--- config.mk ---
export PLATFORM = sky130hd
export DESIGN_NAME = sysctl_regfile
export DESIGN_NICKNAME = d
export VERILOG_FILES = /design/src/rtl/sysctl_pkg.sv /design/src/rtl/sysctl_decode.sv /design/src/rtl/sysctl_state.sv /design/src/rtl/sysctl_readmux.sv /design/src/rtl/sysctl_regfile.sv
export SDC_FILE = /design/constraint.sdc
export NUM_CORES = 1
export LEC_CHECK = 0
export BUFFER_PORTS_ARGS = -buffer_cell sky130_fd_sc_hd__buf_4
export CORE_UTILIZATION = 44
export CTS_BUF_LIST = sky130_fd_sc_hd__clkbuf_16
export DETAILED_ROUTE_END_ITERATION = 7
export GPL_ROUTABILITY_DRIVEN = 0
export GPL_TIMING_DRIVEN = 0
export HOLD_SLACK_MARGIN = 0.03
export PLACE_DENSITY = 0.78
export SYNTH_ARGS = -nofsm -noshare
export SYNTH_HDL_FRONTEND = slang
export SYNTH_SLANG_ARGS = --single-unit
export TNS_END_PERCENT = 50
--- constraint.sdc ---
create_clock -name clk -period 0.95 [get_ports clk]
set_input_delay 0.095 -clock clk [delete_from_list [all_inputs] [get_ports clk]]
set_output_delay 0.095 -clock clk [all_outputs]
set_load 0.05 [all_outputs]
--- src/rtl/sysctl_pkg.sv ---
package sysctl_pkg;

    localparam int unsigned CTRL_W  = 4;
    localparam int unsigned DATA_W  = 8;
    localparam int unsigned N_LOCKS = 2;

    // Port addresses; software depends on these exact values.
    localparam logic [15:0] A_SPECIAL = 16'h0092;
    localparam logic [15:0] A_CPUCFG  = 16'h0800;
    localparam logic [15:0] A_FEATURE = 16'h0802;
    localparam logic [15:0] A_MODSTAT = 16'h0803;
    localparam logic [15:0] A_LAMP    = 16'h0808;
    localparam logic [15:0] A_EQUIP   = 16'h080C;
    localparam logic [15:0] A_LOCK1   = 16'h0810;
    localparam logic [15:0] A_LOCK2   = 16'h0812;
    localparam logic [15:0] A_CACHEIV = 16'h0814;
    localparam logic [15:0] A_KEYSW   = 16'h0818;
    localparam logic [15:0] A_CTRL    = 16'h081C;
    localparam logic [15:0] A_CACHEST = 16'h0823;
    localparam logic [15:0] A_MAPSEL  = 16'h0850;

    typedef enum logic [3:0] {
        PID_NONE,
        PID_SPECIAL,
        PID_CPUCFG,
        PID_FEATURE,
        PID_MODSTAT,
        PID_LAMP,
        PID_EQUIP,
        PID_LOCK1,
        PID_LOCK2,
        PID_CACHEIV,
        PID_KEYSW,
        PID_CTRL,
        PID_CACHEST,
        PID_MAPSEL
    } port_id_e;

    typedef struct packed {
        logic                soft_rst;
        logic                little_end;
        logic                lamp;
        logic [CTRL_W-1:0]   ctrl;
        logic                map_type;
        logic [N_LOCKS-1:0]  lock_pulse;
        logic                err;
    } ctl_state_t;

endpackage

--- src/rtl/sysctl_decode.sv ---
module sysctl_decode
    import sysctl_pkg::*;
#(
    parameter int unsigned ADDR_W = 16
) (
    input  logic [ADDR_W-1:0] addr,
    output port_id_e          pid,
    output logic              rd_ok,
    output logic              wr_ok
);

    function automatic logic hit(input logic [ADDR_W-1:0] a, input logic [15:0] p);
        return a == ADDR_W'(p);
    endfunction

    always_comb begin
        pid = PID_NONE;
        if      (hit(addr, A_SPECIAL)) pid = PID_SPECIAL;
        else if (hit(addr, A_CPUCFG))  pid = PID_CPUCFG;
        else if (hit(addr, A_FEATURE)) pid = PID_FEATURE;
        else if (hit(addr, A_MODSTAT)) pid = PID_MODSTAT;
        else if (hit(addr, A_LAMP))    pid = PID_LAMP;
        else if (hit(addr, A_EQUIP))   pid = PID_EQUIP;
        else if (hit(addr, A_LOCK1))   pid = PID_LOCK1;
        else if (hit(addr, A_LOCK2))   pid = PID_LOCK2;
        else if (hit(addr, A_CACHEIV)) pid = PID_CACHEIV;
        else if (hit(addr, A_KEYSW))   pid = PID_KEYSW;
        else if (hit(addr, A_CTRL))    pid = PID_CTRL;
        else if (hit(addr, A_CACHEST)) pid = PID_CACHEST;
        else if (hit(addr, A_MAPSEL))  pid = PID_MAPSEL;
    end

    // Direction-specific decode: some ports exist only for reads or only for writes.
    always_comb begin
        rd_ok = 1'b0;
        wr_ok = 1'b0;
        unique case (pid)
            PID_SPECIAL, PID_CPUCFG, PID_FEATURE, PID_MODSTAT,
            PID_LOCK1, PID_CACHEIV, PID_CTRL, PID_MAPSEL: begin
                rd_ok = 1'b1;
                wr_ok = 1'b1;
            end
            PID_EQUIP, PID_KEYSW, PID_CACHEST: rd_ok = 1'b1;
            PID_LAMP, PID_LOCK2:               wr_ok = 1'b1;
            default: ;
        endcase
    end

endmodule

--- src/rtl/sysctl_state.sv ---
module sysctl_state
    import sysctl_pkg::*;
(
    input  logic              clk,
    input  logic              rst_n,
    input  logic              rd,
    input  logic              wr,
    input  logic [DATA_W-1:0] wdata,
    input  port_id_e          pid,
    input  logic              rd_ok,
    input  logic              wr_ok,
    output ctl_state_t        st
);

    localparam port_id_e LOCK_IDS [N_LOCKS] = '{PID_LOCK1, PID_LOCK2};

    ctl_state_t         st_d, st_q;
    logic [N_LOCKS-1:0] lock_hit;

    for (genvar g = 0; g < N_LOCKS; g++) begin : g_lock
        assign lock_hit[g] = wr && (pid == LOCK_IDS[g]);
    end

    always_comb begin
        st_d            = st_q;
        st_d.lock_pulse = lock_hit;
        st_d.err        = (rd && !rd_ok) || (wr && !wr_ok);
        if (wr) begin
            unique case (pid)
                PID_SPECIAL: begin
                    st_d.soft_rst   = wdata[0];
                    st_d.little_end = wdata[1];
                end
                PID_LAMP:   st_d.lamp     = wdata[0];
                PID_CTRL:   st_d.ctrl     = wdata[CTRL_W-1:0];
                PID_MAPSEL: st_d.map_type = wdata[0];
                default: ;
            endcase
        end
    end

    always_ff @(posedge clk or negedge rst_n) begin
        if (!rst_n) st_q <= '0;
        else        st_q <= st_d;
    end

    assign st = st_q;


    lock_cause_chk: assert property (@(posedge clk) disable iff (!rst_n)
        (|st_q.lock_pulse) |-> $past(wr));


    lock_exclusive_chk: assert property (@(posedge clk) disable iff (!rst_n)
        $onehot0(st_q.lock_pulse));


    ctl_hold_chk: assert property (@(posedge clk) disable iff (!rst_n)
        !$past(wr) |-> $stable({st_q.soft_rst, st_q.little_end, st_q.lamp,
                                st_q.ctrl, st_q.map_type}));


    err_cause_chk: assert property (@(posedge clk) disable iff (!rst_n)
        st_q.err |-> $past(rd || wr));

endmodule

--- src/rtl/sysctl_readmux.sv ---
module sysctl_readmux
    import sysctl_pkg::*;
#(
    parameter logic [DATA_W-1:0] CPUCFG_CODE  = 8'hEF,
    parameter logic [DATA_W-1:0] FEATURE_CODE = 8'hAD,
    parameter logic [DATA_W-1:0] MODSTAT_CODE = 8'hE0,
    parameter logic [DATA_W-1:0] EQUIP_CODE   = 8'h3C,
    parameter logic [DATA_W-1:0] EXTFEAT_CODE = 8'h39,
    parameter logic [DATA_W-1:0] KEYSW_CODE   = 8'h00,
    parameter logic [DATA_W-1:0] CACHEST_CODE = 8'h03
) (
    input  logic              clk,
    input  logic              rst_n,
    input  logic              rd,
    input  port_id_e          pid,
    input  logic              rd_ok,
    input  ctl_state_t        st,
    output logic [DATA_W-1:0] rdata
);

    localparam logic [DATA_W-1:0] ALL_ONES = '1;

    logic [DATA_W-1:0] rdata_d, rdata_q;

    always_comb begin
        rdata_d = rdata_q;
        if (rd) begin
            unique case (pid)
                PID_SPECIAL: rdata_d = DATA_W'({st.little_end, 1'b0});
                PID_CPUCFG:  rdata_d = CPUCFG_CODE;
                PID_FEATURE: rdata_d = FEATURE_CODE;
                PID_MODSTAT: rdata_d = MODSTAT_CODE;
                PID_EQUIP:   rdata_d = EQUIP_CODE;
                PID_LOCK1:   rdata_d = EXTFEAT_CODE;
                PID_KEYSW:   rdata_d = KEYSW_CODE;
                PID_CTRL:    rdata_d = DATA_W'(st.ctrl);
                PID_CACHEST: rdata_d = CACHEST_CODE;
                PID_MAPSEL:  rdata_d = DATA_W'(st.map_type);
                default:     rdata_d = ALL_ONES;
            endcase
        end
    end

    always_ff @(posedge clk or negedge rst_n) begin
        if (!rst_n) rdata_q <= '0;
        else        rdata_q <= rdata_d;
    end

    assign rdata = rdata_q;


    rdata_hold_chk: assert property (@(posedge clk) disable iff (!rst_n)
        !$past(rd) |-> $stable(rdata_q));


    undecoded_ones_chk: assert property (@(posedge clk) disable iff (!rst_n)
        $past(rd && !rd_ok) |-> (rdata_q == ALL_ONES));

endmodule

--- src/rtl/sysctl_regfile.sv ---
module sysctl_regfile
    import sysctl_pkg::*;
#(
    parameter int unsigned ADDR_W = 16
) (
    input  logic              clk,
    input  logic              rst_n,
    input  logic [ADDR_W-1:0] bus_addr,
    input  logic              bus_rd,
    input  logic              bus_wr,
    input  logic [7:0]        bus_wdata,
    output logic [7:0]        rd_data,
    output logic              soft_reset_o,
    output logic              little_endian_o,
    output logic              lamp_o,
    output logic              lock1_pulse_o,
    output logic              lock2_pulse_o,
    output logic [3:0]        sysctl_o,
    output logic              iomap_o,
    output logic              decode_err_o
);

    port_id_e   pid;
    logic       rd_ok, wr_ok;
    ctl_state_t st;

    sysctl_decode #(.ADDR_W(ADDR_W)) u_decode (
        .addr  (bus_addr),
        .pid   (pid),
        .rd_ok (rd_ok),
        .wr_ok (wr_ok)
    );

    sysctl_state u_state (
        .clk   (clk),
        .rst_n (rst_n),
        .rd    (bus_rd),
        .wr    (bus_wr),
        .wdata (bus_wdata),
        .pid   (pid),
        .rd_ok (rd_ok),
        .wr_ok (wr_ok),
        .st    (st)
    );

    sysctl_readmux u_readmux (
        .clk   (clk),
        .rst_n (rst_n),
        .rd    (bus_rd),
        .pid   (pid),
        .rd_ok (rd_ok),
        .st    (st),
        .rdata (rd_data)
    );

    assign soft_reset_o    = st.soft_rst;
    assign little_endian_o = st.little_end;
    assign lamp_o          = st.lamp;
    assign lock1_pulse_o   = st.lock_pulse[0];
    assign lock2_pulse_o   = st.lock_pulse[1];
    assign sysctl_o        = st.ctrl;
    assign iomap_o         = st.map_type;
    assign decode_err_o    = st.err;

endmodule

# Yosys cells after proc, flatten, opt, wreduce, memory -nomap -nowiden
# Index checks and enable logic that the tools add are counted.
[classes]
add_sub_neg = 0
n_mul = 0
div = 0
order_cmp = 0
eq_ne = 26
shift = 0
mux = 16
n_bitwise = 0
reduce_logical = 13
[op_table]
columns = ["op", "count"]
rows = [
  ["$eq A16 B12 Y1 const B", 12],
  ["$pmux W8 S10", 1],
  ["$mux W4", 13],
  ["$eq A4 B4 Y1 const B", 6],
  ["$eq A16 B8 Y1 const B", 1],
  ["$eq A4 B3 Y1 const B", 4],
  ["$reduce_or A11 Y1", 1],
  ["$reduce_or A10 Y1", 1],
  ["$eq A4 B2 Y1 const B", 2],
  ["$reduce_and A2 Y1", 4],
  ["$eq A4 B1 Y1 const B", 1],
  ["$logic_and A1 B1 Y1", 4],
  ["$logic_not A1 Y1", 2],
  ["$mux W1", 2],
  ["$logic_or A1 B1 Y1", 1],
]
[word_totals]
reg_bits = 19
latchBits = 0
mem_bits_rw = 0
mem_bits_ro = 0
input_bits = 28
out_inout_bits = 19
wordCells = 63
mem_count = 0

# Depth between registers and ports, before layout
# Gate-level depths: netlist of run 1.
[depth]
word_depth = 20
depth_mapped = 9
mapped_depth_nobuf = 6

# Hierarchy
# Synthesis of run 1 repeated with hierarchy kept, for this count alone.
[hier_totals]
hier_cells = 145
hier_area_um2 = 1321.3
[by_module_without_submodules]
columns = ["mod", "n_inst", "cells_each", "area_each_um2", "seq_area_each_um2"]
rows = [
  ["sysctl_readmux", 1, 60, 553.0, 200.2],
  ["sysctl_state", 1, 33, 439.2, 275.3],
  ["sysctl_decode", 1, 52, 329.1, 0.0],
]

# Worst setup path after synthesis of run 1
# Ideal clock, no wire load.
[synth_path]
kind = "input port to flip-flop"
start = "in bus_addr[2]"
end = "reg u_readmux.rdata_q[0] (netlist: u_readmux.rdata[0])"
setup_ns = 0.125
arrival_ns = 1.671
t_required_ns = 0.825
path_slack_ns = -0.846
stages = 9
path_buffers = 3
cell_sequence = "buf_2 or2_1 buf_2 or3_1 nor2_1 or4_1 buf_2 nor4bb_1 o21ai_1"
[synth_via]
elab_chain_cells = 16
elab_cells_between_ends = 37
cone_classes = "eq/ne (23); mux (14)"
[synth_lines]
columns = ["element", "line_no", "source"]
rows = [
  ["start, declared", "sysctl_regfile.sv:8", "input logic [ADDR_W-1:0] bus_addr,"],
  ["$eq A16 B12 Y1", "sysctl_decode.sv:13", "return a == ADDR_W'(p);"],
  ["$mux W4", "sysctl_decode.sv:30", "else if (hit(addr, A_MAPSEL)) pid = PID_MAPSEL;"],
  ["$mux W4", "sysctl_decode.sv:29", "else if (hit(addr, A_CACHEST)) pid = PID_CACHEST;"],
  ["$mux W4", "sysctl_decode.sv:28", "else if (hit(addr, A_CTRL)) pid = PID_CTRL;"],
  ["$mux W4", "sysctl_decode.sv:27", "else if (hit(addr, A_KEYSW)) pid = PID_KEYSW;"],
  ["$mux W4", "sysctl_decode.sv:26", "else if (hit(addr, A_CACHEIV)) pid = PID_CACHEIV;"],
  ["$mux W4", "sysctl_decode.sv:25", "else if (hit(addr, A_LOCK2)) pid = PID_LOCK2;"],
  ["$mux W4", "sysctl_decode.sv:24", "else if (hit(addr, A_LOCK1)) pid = PID_LOCK1;"],
  ["$mux W4", "sysctl_decode.sv:23", "else if (hit(addr, A_EQUIP)) pid = PID_EQUIP;"],
  ["$mux W4", "sysctl_decode.sv:22", "else if (hit(addr, A_LAMP)) pid = PID_LAMP;"],
  ["$mux W4", "sysctl_decode.sv:21", "else if (hit(addr, A_MODSTAT)) pid = PID_MODSTAT;"],
  ["$mux W4", "sysctl_decode.sv:20", "else if (hit(addr, A_FEATURE)) pid = PID_FEATURE;"],
  ["$mux W4", "sysctl_decode.sv:19", "else if (hit(addr, A_CPUCFG)) pid = PID_CPUCFG;"],
  ["$mux W4 *", "sysctl_decode.sv:18", "if (hit(addr, A_SPECIAL)) pid = PID_SPECIAL;"],
  ["$eq A4 B4 Y1, or another cell as far along", "sysctl_readmux.sv:28", "unique case (pid)"],
  ["$pmux W8 S10 *", "sysctl_readmux.sv:28", ""],
  ["end signal, assigned", "sysctl_readmux.sv:46", "else rdata_q <= rdata_d;"],
  ["end, declared", "sysctl_readmux.sv:23", "logic [DATA_W-1:0] rdata_d, rdata_q;"],
]
# Mark *: on every way between the ends. The rest lies on a longest branch, timed or not.
# A chain may end at the register's enable or synchronous reset.

# Worst setup path after layout of run 1
[layout_path]
start = "in bus_addr[9]"
end = "reg u_readmux.rdata_q[5] (netlist: u_readmux.rdata[5])"
# The elaborated chain is that of the path after synthesis.

==> impl_results.md, run 1 <==
* Outcome: finished, violations left
* Failing checks: setup timing
* Power Density at 928 nW/um^2
* Largest family of logic cells by synthesized area: simple AND/OR/NAND/NOR gates
* Clk pwr share at 42.5%
* Antenna cells at 0
* FF+latch count, synth at 19
* CP cell instances: buf_8, nor4_4, buf_6, nand4_4, or2_4, or4_4, and3b_1, a31oi_1
* M1 GR Usage at 29.9%
* I/O Buffers at 39
* Top cells by area, synth: dfrtp_1 37%, mux2_2 6.2%, nor2_1 5.9%
* Internal Pwr Total at 0.00156 W
* Max Clk Rate at 0.603 GHz
* Crit path max-delay family: simple AND/OR/NAND/NOR gates
* RSZ-0062 raised after global routing: yes
* Buffer depth of the longest clock path at 2
* Switching pwr at 0.000550 W
* Startpoint types: primary input
* Final min period at 1660 ps
* Dpl hpwl at 2510 microns
* Crit path max-delay cell type: or4_4
* GR Util met3 at 4.65%
* Netlist area before placement at 1270 sq um
* Die area at ~3100 sq um
* Syn. warnings at 0
* XOR/XNOR Fraction of Synth Area at 0.690%
* Routed vias/inst at 6.47
* First-pass GRT wire length at roughly 6400 microns
* Primary FF master, synth: dfrtp_1
* Vias post-DR at 1,552
* Post-synthesis mux area share at 7.00%
* Least-Margin Pin Slew at 544 ps
* Die width at 55.7 microns
* Fin. max-slew vios at 0
* Post-Synthesis Cells at 138
* CTS Buf Count at 3
* Final period util at 175%
* Antenna violations before repair at 0
* Syn nets at 166
* Crit Path Class: in2reg
* Design Power at between 0.002 and 0.0025 W
* Register area share after synthesis at 37.5%
* CTS tree: done
* Post-DP Area at 1640 sq um
* Worst skew pair latency at 260 ps
* Largest net degree at the start of global routing at 20
* M2 GR Usage at 44.6%
* Nets at 238
* Synth Area in Adders at 0%
* Final WS setup at -710 ps
* Drt drc at 0
* Flop pwr share at 38.5%
* Clock Sink Count at 19
* Mapped Avg Cell Area at 9.19 sq um
* Number of synthesized flops with an enable pin at 0
* HP Class: in2reg
* Vias in the first global route at about 1,400
* Post-DR wirelength/cell at 20.3 microns
* WL final at ~5000 microns
* 1st-iter DRT viols at between 60 and 70
* Gr usage total at 26.1%
* Layout area overhead at 79.1%
* Design area at 2270 sq um
* Root Buffer: clkbuf_16
* Final setup viols at 22
* Post-synthesis cell type count at 43
* CP endpoint kind: flip-flop
* DR pass1 iterations at 5
* Post-synth top area share at a little under two fifths
* Net Sw Frac at 26.1%
* Post-synthesis simple-gate area fraction at between 30% and 40%
* Initial Utilization at about 46%
* Total grt overflow at 0
* CP peak stage delay at roughly 400 ps
* Clock transition at path regs at ~50 ps
* Crit Path Max Fanout at 5
* Leak pwr at 0.935 nW
* Layout cells sized above 1 at about 60%
* Antenna Nets Post-Route at 0
* Arr. time, crit path at 1840 ps
* Number of top-level pins at 47
* Die Y at about 56 microns
* Most Crowded Layer GR: met2
* Worst path required time at 1130 ps
* Max_cap viols at 0
* Hold Vio Cnt, Final at 0
* Headroom to the max-slew limit at 63.7%
* Combinational share of power at about a fifth
* WP buf/inv at 2
* VDD IR-drop max at between 1 and 1.5 mV
* Row count at 19
* Final Skew at 2.66 ps
* CORE AREA at about 2700 sq um
* Synth Area in Compound Gates at roughly 15%
* H-tree level count at 1
* Ys async rst share at 100%
* Synth area leader: dfrtp_1
-- cell usage after synthesis, types with 3 or more instances --
master	number
or4_1	4
nor4_1	4
nor2b_1	3
a21oi_1	3
a31oi_1	7
nor2_1	20
nand2_1	5
clkbuf_1	3
buf_2	7
nand4_1	4
nor4bb_1	4
nand3_1	4
nor3_1	5
dfrtp_1	19
o21ai_0	5
mux2_2	7
-- per-layer routing --
layer,share of wire [%],vias up
met4,5.0,0
met1,37,740
met5,0,-
met3,6.8,33
li1,-,677
met2,51,102
-- power by group through the flow --
stage / combinational (W) / clock (W) / sequential, W
after global routing: 0.000425 / 0.000933 / 0.000812
final: 0.000401 / 0.000895 / 0.000812
after global placement: 0.000261 / 0 / 0.000827
after detailed placement: 0.000268 / 0 / 0.000827
after CTS: 0.000323 / 0.000881 / 0.000813
after floorplan: 0.000124 / 0 / 0.000836
-- sequential cells by signal, summed over array words and instances, names as in the netlist --
register and flops:
u_readmux.rdata 8, u_state.st 11
-- cell type report --
cell class                      instances  area, sq um
Sequential cell                        19          475
Fill cell                             139          462
Tap cell                               31         38.8
Timing Repair Buffer                   67          586
Inverter                                2         7.51
Clock buffer                            3         75.1
Buffer                                  9         68.8
Multi-Input combinational cell        108         1020
Clock inverter                          1         5.00
-- worst register-to-register path, cell delays in order (launching register included) --
cell and delay, ps:
dfrtp_1 350, inv_1 50, or3_1 370, o211ai_1 160, nor4bb_4 80, o21ai_1 130
-- worst paths after layout --
check / end / depth (start not counted) / slack (ps) / start
min reg2reg: u_state.st[10] / 1 / 520 / u_state.st[10]
max: u_readmux.rdata[5] / 8 / -710 / bus_addr[9]
max in group asynchronous: u_state.st[7] / 2 / 500 / rst_n
min: u_state.st[7] / 2 / 70 / bus_wdata[3]
max reg2reg: u_readmux.rdata[0] / 5 / -270 / u_state.st[3]
min in group asynchronous: u_readmux.rdata[1] / 2 / 250 / rst_n
-- cell usage in the layout (no fill, tap or decap), types with 2 or more instances in the layout --
cell type and n:
clkbuf_16 3, nor3_2 3, nor3_1 2, a21oi_1 2
o211ai_1 2, nor2_4 3, nor4bb_4 4, nor3b_1 2
nand4_1 4, mux2_2 7, nand2_1 3, buf_6 19
o21ai_1 3, inv_1 2, buf_4 50, a31oi_1 6
nor2_1 16, nor4_4 6, dfrtp_1 19, nand3_2 2
o21ai_0 3, nor2b_1 2, or4_4 3, clkbuf_1 2
-- kinds of logic after synthesis --
family          count (synthesis)
compound gates                 28
xor+xnor                        1
buf+inv                        12
flops                          19
mux                             8
simple gates                   70
-- repair_timing --
item,in CTS,in global routing
pin swaps,12,17
gates resized for setup,26,42
setup buffers,14,13
gates cloned,1,0
endpoints found under the setup margin,19,22
hold buffers,1,0
endpoints found under the hold margin,19,0
-- stage by stage --
| stage | TNS (ps) | utilization, % | hold WS (ps) | instances | worst slack, ps |
|---|---|---|---|---|---|
| detailed placement | -15920 | 60.0 | -19.6 | 208 | -1150 |
| global placement | -15640 | 60.0 | -28.5 | 208 | -1140 |
| global route | -9980 | 83.1 | 76.4 | 240 | -773 |
| finish | -8690 | 83.1 | 74.1 | 240 | -710 |
| CTS | -8580 | 72.2 | 73.3 | 228 | -648 |
| floorplan | -10390 | - | -201 | 138 | -824 |
Power figures use the tool's default switching activity.
==> run 2: changes to the inputs <==
Settings changed: CORE_MARGIN set to 2, PLACE_DENSITY 0.78 to 0.75.
==> run 2 against run 1 <==
  * The flow still finishes with violations (setup timing)
  * Register-to-register slack improved by 20 ps
  * Via count fell by 4.7%
  * Non-clock buffer count fell by 6
  * Critical endpoint is now u_state.st[8]
  * Sequential share of layout area rose by 1.5 points
  * Cell count fell by 2.9%
  * Setup slack improved by 11 ps
  * Critical path depth rose by 1
  * Hold slack got worse by 1.2 ps
  * Die area rose by 7.3%
  * Power fell by 2.3%
==> impl_results.md, run 2 (same netlist as run 1, synthesis figures left out) <==
* Fin. max-slew vios at 0 (unchanged)
* Worst skew pair latency at 250 ps (about the same)
* Final Skew at 3.06 ps (+0.406 ps)
* Vias in the first global route at 1,461 (+1.6%)
* Buffer depth of the longest clock path at 2 (unchanged)
* Antenna Nets Post-Route at 0 (unchanged)
* Post-DP Area at 1640 sq um (unchanged)
* Clk pwr share at 42.5% (about the same)
* Least-Margin Pin Slew at 444 ps (-101 ps)
* Antenna violations before repair at 0 (unchanged)
* R2r setup slk at -250 ps (+20 ps)
* Failing checks: setup timing
* Switching pwr at 0.000515 W (-6.4%)
* CORE AREA at 2760 sq um (+0.87%)
* Worst path required time at 1090 ps (-40 ps)
* CP peak stage delay at 540 ps (+130 ps)
* Net Sw Frac at 25.0% (-1.1 points)
* Nets at 231 (-2.9%)
* CP cell instances: buf_4, nor4_4, buf_6, buf_4, buf_6, and4_4, or4_4, o211ai_1, mux2_2
* Drt drc at 0 (unchanged)
* CP endpoint kind: flip-flop
* Combinational share of power at 18.1% (-0.9 points)
* Headroom to the max-slew limit at 70.4% (+6.7 points)
* Met2 wire len at 2240 microns (-9.8%)
* Final WS setup at -699 ps (+10.9 ps)
* HP Class: in2reg
* VDD IR-drop max at 1.29 mV (-0.60%)
* Clock transition at path regs at 60 ps (about the same)
* Post-Layout Cell Count at 233 (-2.9%)
* Max reg flops at 11 (unchanged)
* Max Clk Rate at 0.606 GHz (+0.66%)
* Flop pwr share at 39.5% (+1.0 points)
* Internal Pwr Total at 0.00154 W (-0.93%)
* First-pass GRT wire length at 6950 microns (+8.7%)
* Leak pwr at 0.888 nW (-5.0%)
* Outcome: finished, violations left
* Antenna cells at 0 (unchanged)
* Dpl hpwl at 2540 microns (+1.1%)
* Crit path max-delay cell type: or4_4
* H-tree level count at 1 (unchanged)
* Final period util at 174% (-1.1 points)
* Total grt overflow at 0 (unchanged)
* Final min period at 1650 ps (-10.9 ps)
* Layout cells sized above 1 at 55.9% (-3.4 points)
* Power Density at 970 nW/um^2 (+4.5%)
* Root Buffer: clkbuf_16
* Final setup viols at 19 (-14%)
* Max_cap viols at 0 (unchanged)
* DRT met1 WL at 1740 microns (-3.8%)
* Commonest non-fill, non-tap cell in the layout: buf_4
* Most frequent cells in the layout: 50 x buf_4, 19 x dfrtp_1, 16 x nor2_1, 14 x buf_6
* Die area at 3330 sq um (+7.3%)
* CTS Buf Count at 3 (unchanged)
* Hold Vio Cnt, Final at 0 (unchanged)
* WL final at 4560 microns (-6.4%)
* WP buf/inv at 4 (+2)
* Largest net degree at the start of global routing at 20 (unchanged)
* Layout area overhead at 67.4%
* Crit path max-delay family: simple AND/OR/NAND/NOR gates
* Clock Sink Count at 19 (unchanged)
* Number of top-level pins at 47 (unchanged)
* I/O Buffers at 39 (unchanged)
* Design area at 2120 sq um (-6.6%)
* Startpoint types: primary input
* Highest routed layer: met4
* Met3 WL post-DR at 363 microns (+10%)
* Design Power at 0.00206 W (-2.3%)
* Post-DR wirelength/cell at 19.6 microns (-3.6%)
* RSZ-0062 raised after global routing: yes
* Die Y at 57.7 microns (+3.6%)
* Routed vias/inst at 6.35 (-1.8%)
* Initial Utilization at 46.0% (-0.40 points)
* DR pass1 iterations at 4 (-1)
* Pre-CTS setup slack at -1130 ps (+19.3 ps)
* Row count at 19 (unchanged)
* Vias post-DR at 1,479 (-4.7%)
* Gr usage total at 26.6% (+0.52 points)
* Crit Path Class: in2reg
* Placed insts at 208 (unchanged)
* CTS tree: done
* Crit Path Max Fanout at 4 (-1)
* 1st-iter DRT viols at 43 (-34%)
* Arr. time, crit path at 1790 ps (-50 ps)
* Die width at 57.7 microns (+3.6%)
-- run 2: cell count changes in the layout (fill, tap and decap cells not counted), moves of 2 or more --
cell / delta
buf_6: -5
nor3_4: +2
nor4_2: +2
nor4_4: -2
or2_4: +2
-- run 2: power groups by stage --
stage,Clock (W),Combinational (W),Sequential (W)
5_1_grt,0.000917,0.000396,0.000813
6_report,0.000874,0.000372,0.000813
3_3_place_gp,0,0.000260,0.000827
3_5_place_dp,0,0.000269,0.000827
2_1_floorplan,0,0.000124,0.000836
4_1_cts,0.000870,0.000337,0.000813
-- run 2: cell type report --
| type | instances | area (sq um) |
|---|---|---|
| fill | 167 | 634 |
| sequential | 19 | 475 |
| multi-input combinational | 107 | 946 |
| timing repair buffer | 62 | 513 |
| clock buffer | 3 | 75.1 |
| tap | 31 | 38.8 |
| buffer | 8 | 62.6 |
| clock inverter | 1 | 5.00 |
| inverter | 2 | 7.51 |
-- run 2: worst reg2reg max path: stages, from the launching register on --
cell and delay (ps):
dfrtp_1 350, inv_1 50, or3_1 370, o211ai_1 160, nor4bb_4 80, o21ai_1 130
-- run 2: final timing paths --
path | from | cells past startpoint | endpoint
setup / recovery | bus_addr[15] | 9 | u_state.st[8]
hold reg to reg | u_state.st[8] | 1 | u_state.st[8]
max in group asynchronous | rst_n | 2 | u_state.st[1]
hold / removal | bus_wdata[3] | 2 | u_state.st[7]
setup reg to reg | u_state.st[3] | 5 | u_readmux.rdata[0]
min in group asynchronous | rst_n | 2 | u_readmux.rdata[7]
-- run 2: routing by layer --
metal	vias up	track usage, %
met5	-	0
met4	0	13.0
met3	20	5.80
met2	97	44.0
met1	705	32.8
li1	657	-
-- run 2: repair_timing --
| item | in CTS | in global routing |
|---|---|---|
| endpoints found under the hold margin | 19 | 0 |
| pin swaps | 21 | 4 |
| setup buffers | 18 | 4 |
| endpoints found under the setup margin | 18 | 22 |
| hold buffers | 1 | 0 |
| gates resized for setup | 41 | 12 |
-- run 2: stage by stage --
step / TNS [ps] / utilization [%] / hold slack (ps)
6_report: -9470 / 77.0 / 72.9
5_1_grt: -10700 / 77.0 / 86.3
4_1_cts: -7570 / 73.8 / 76.4
3_5_place_dp: -16060 / 59.5 / -20.2
3_3_place_gp: -16030 / 59.5 / -27.7
2_1_floorplan: -10390 / - / -201
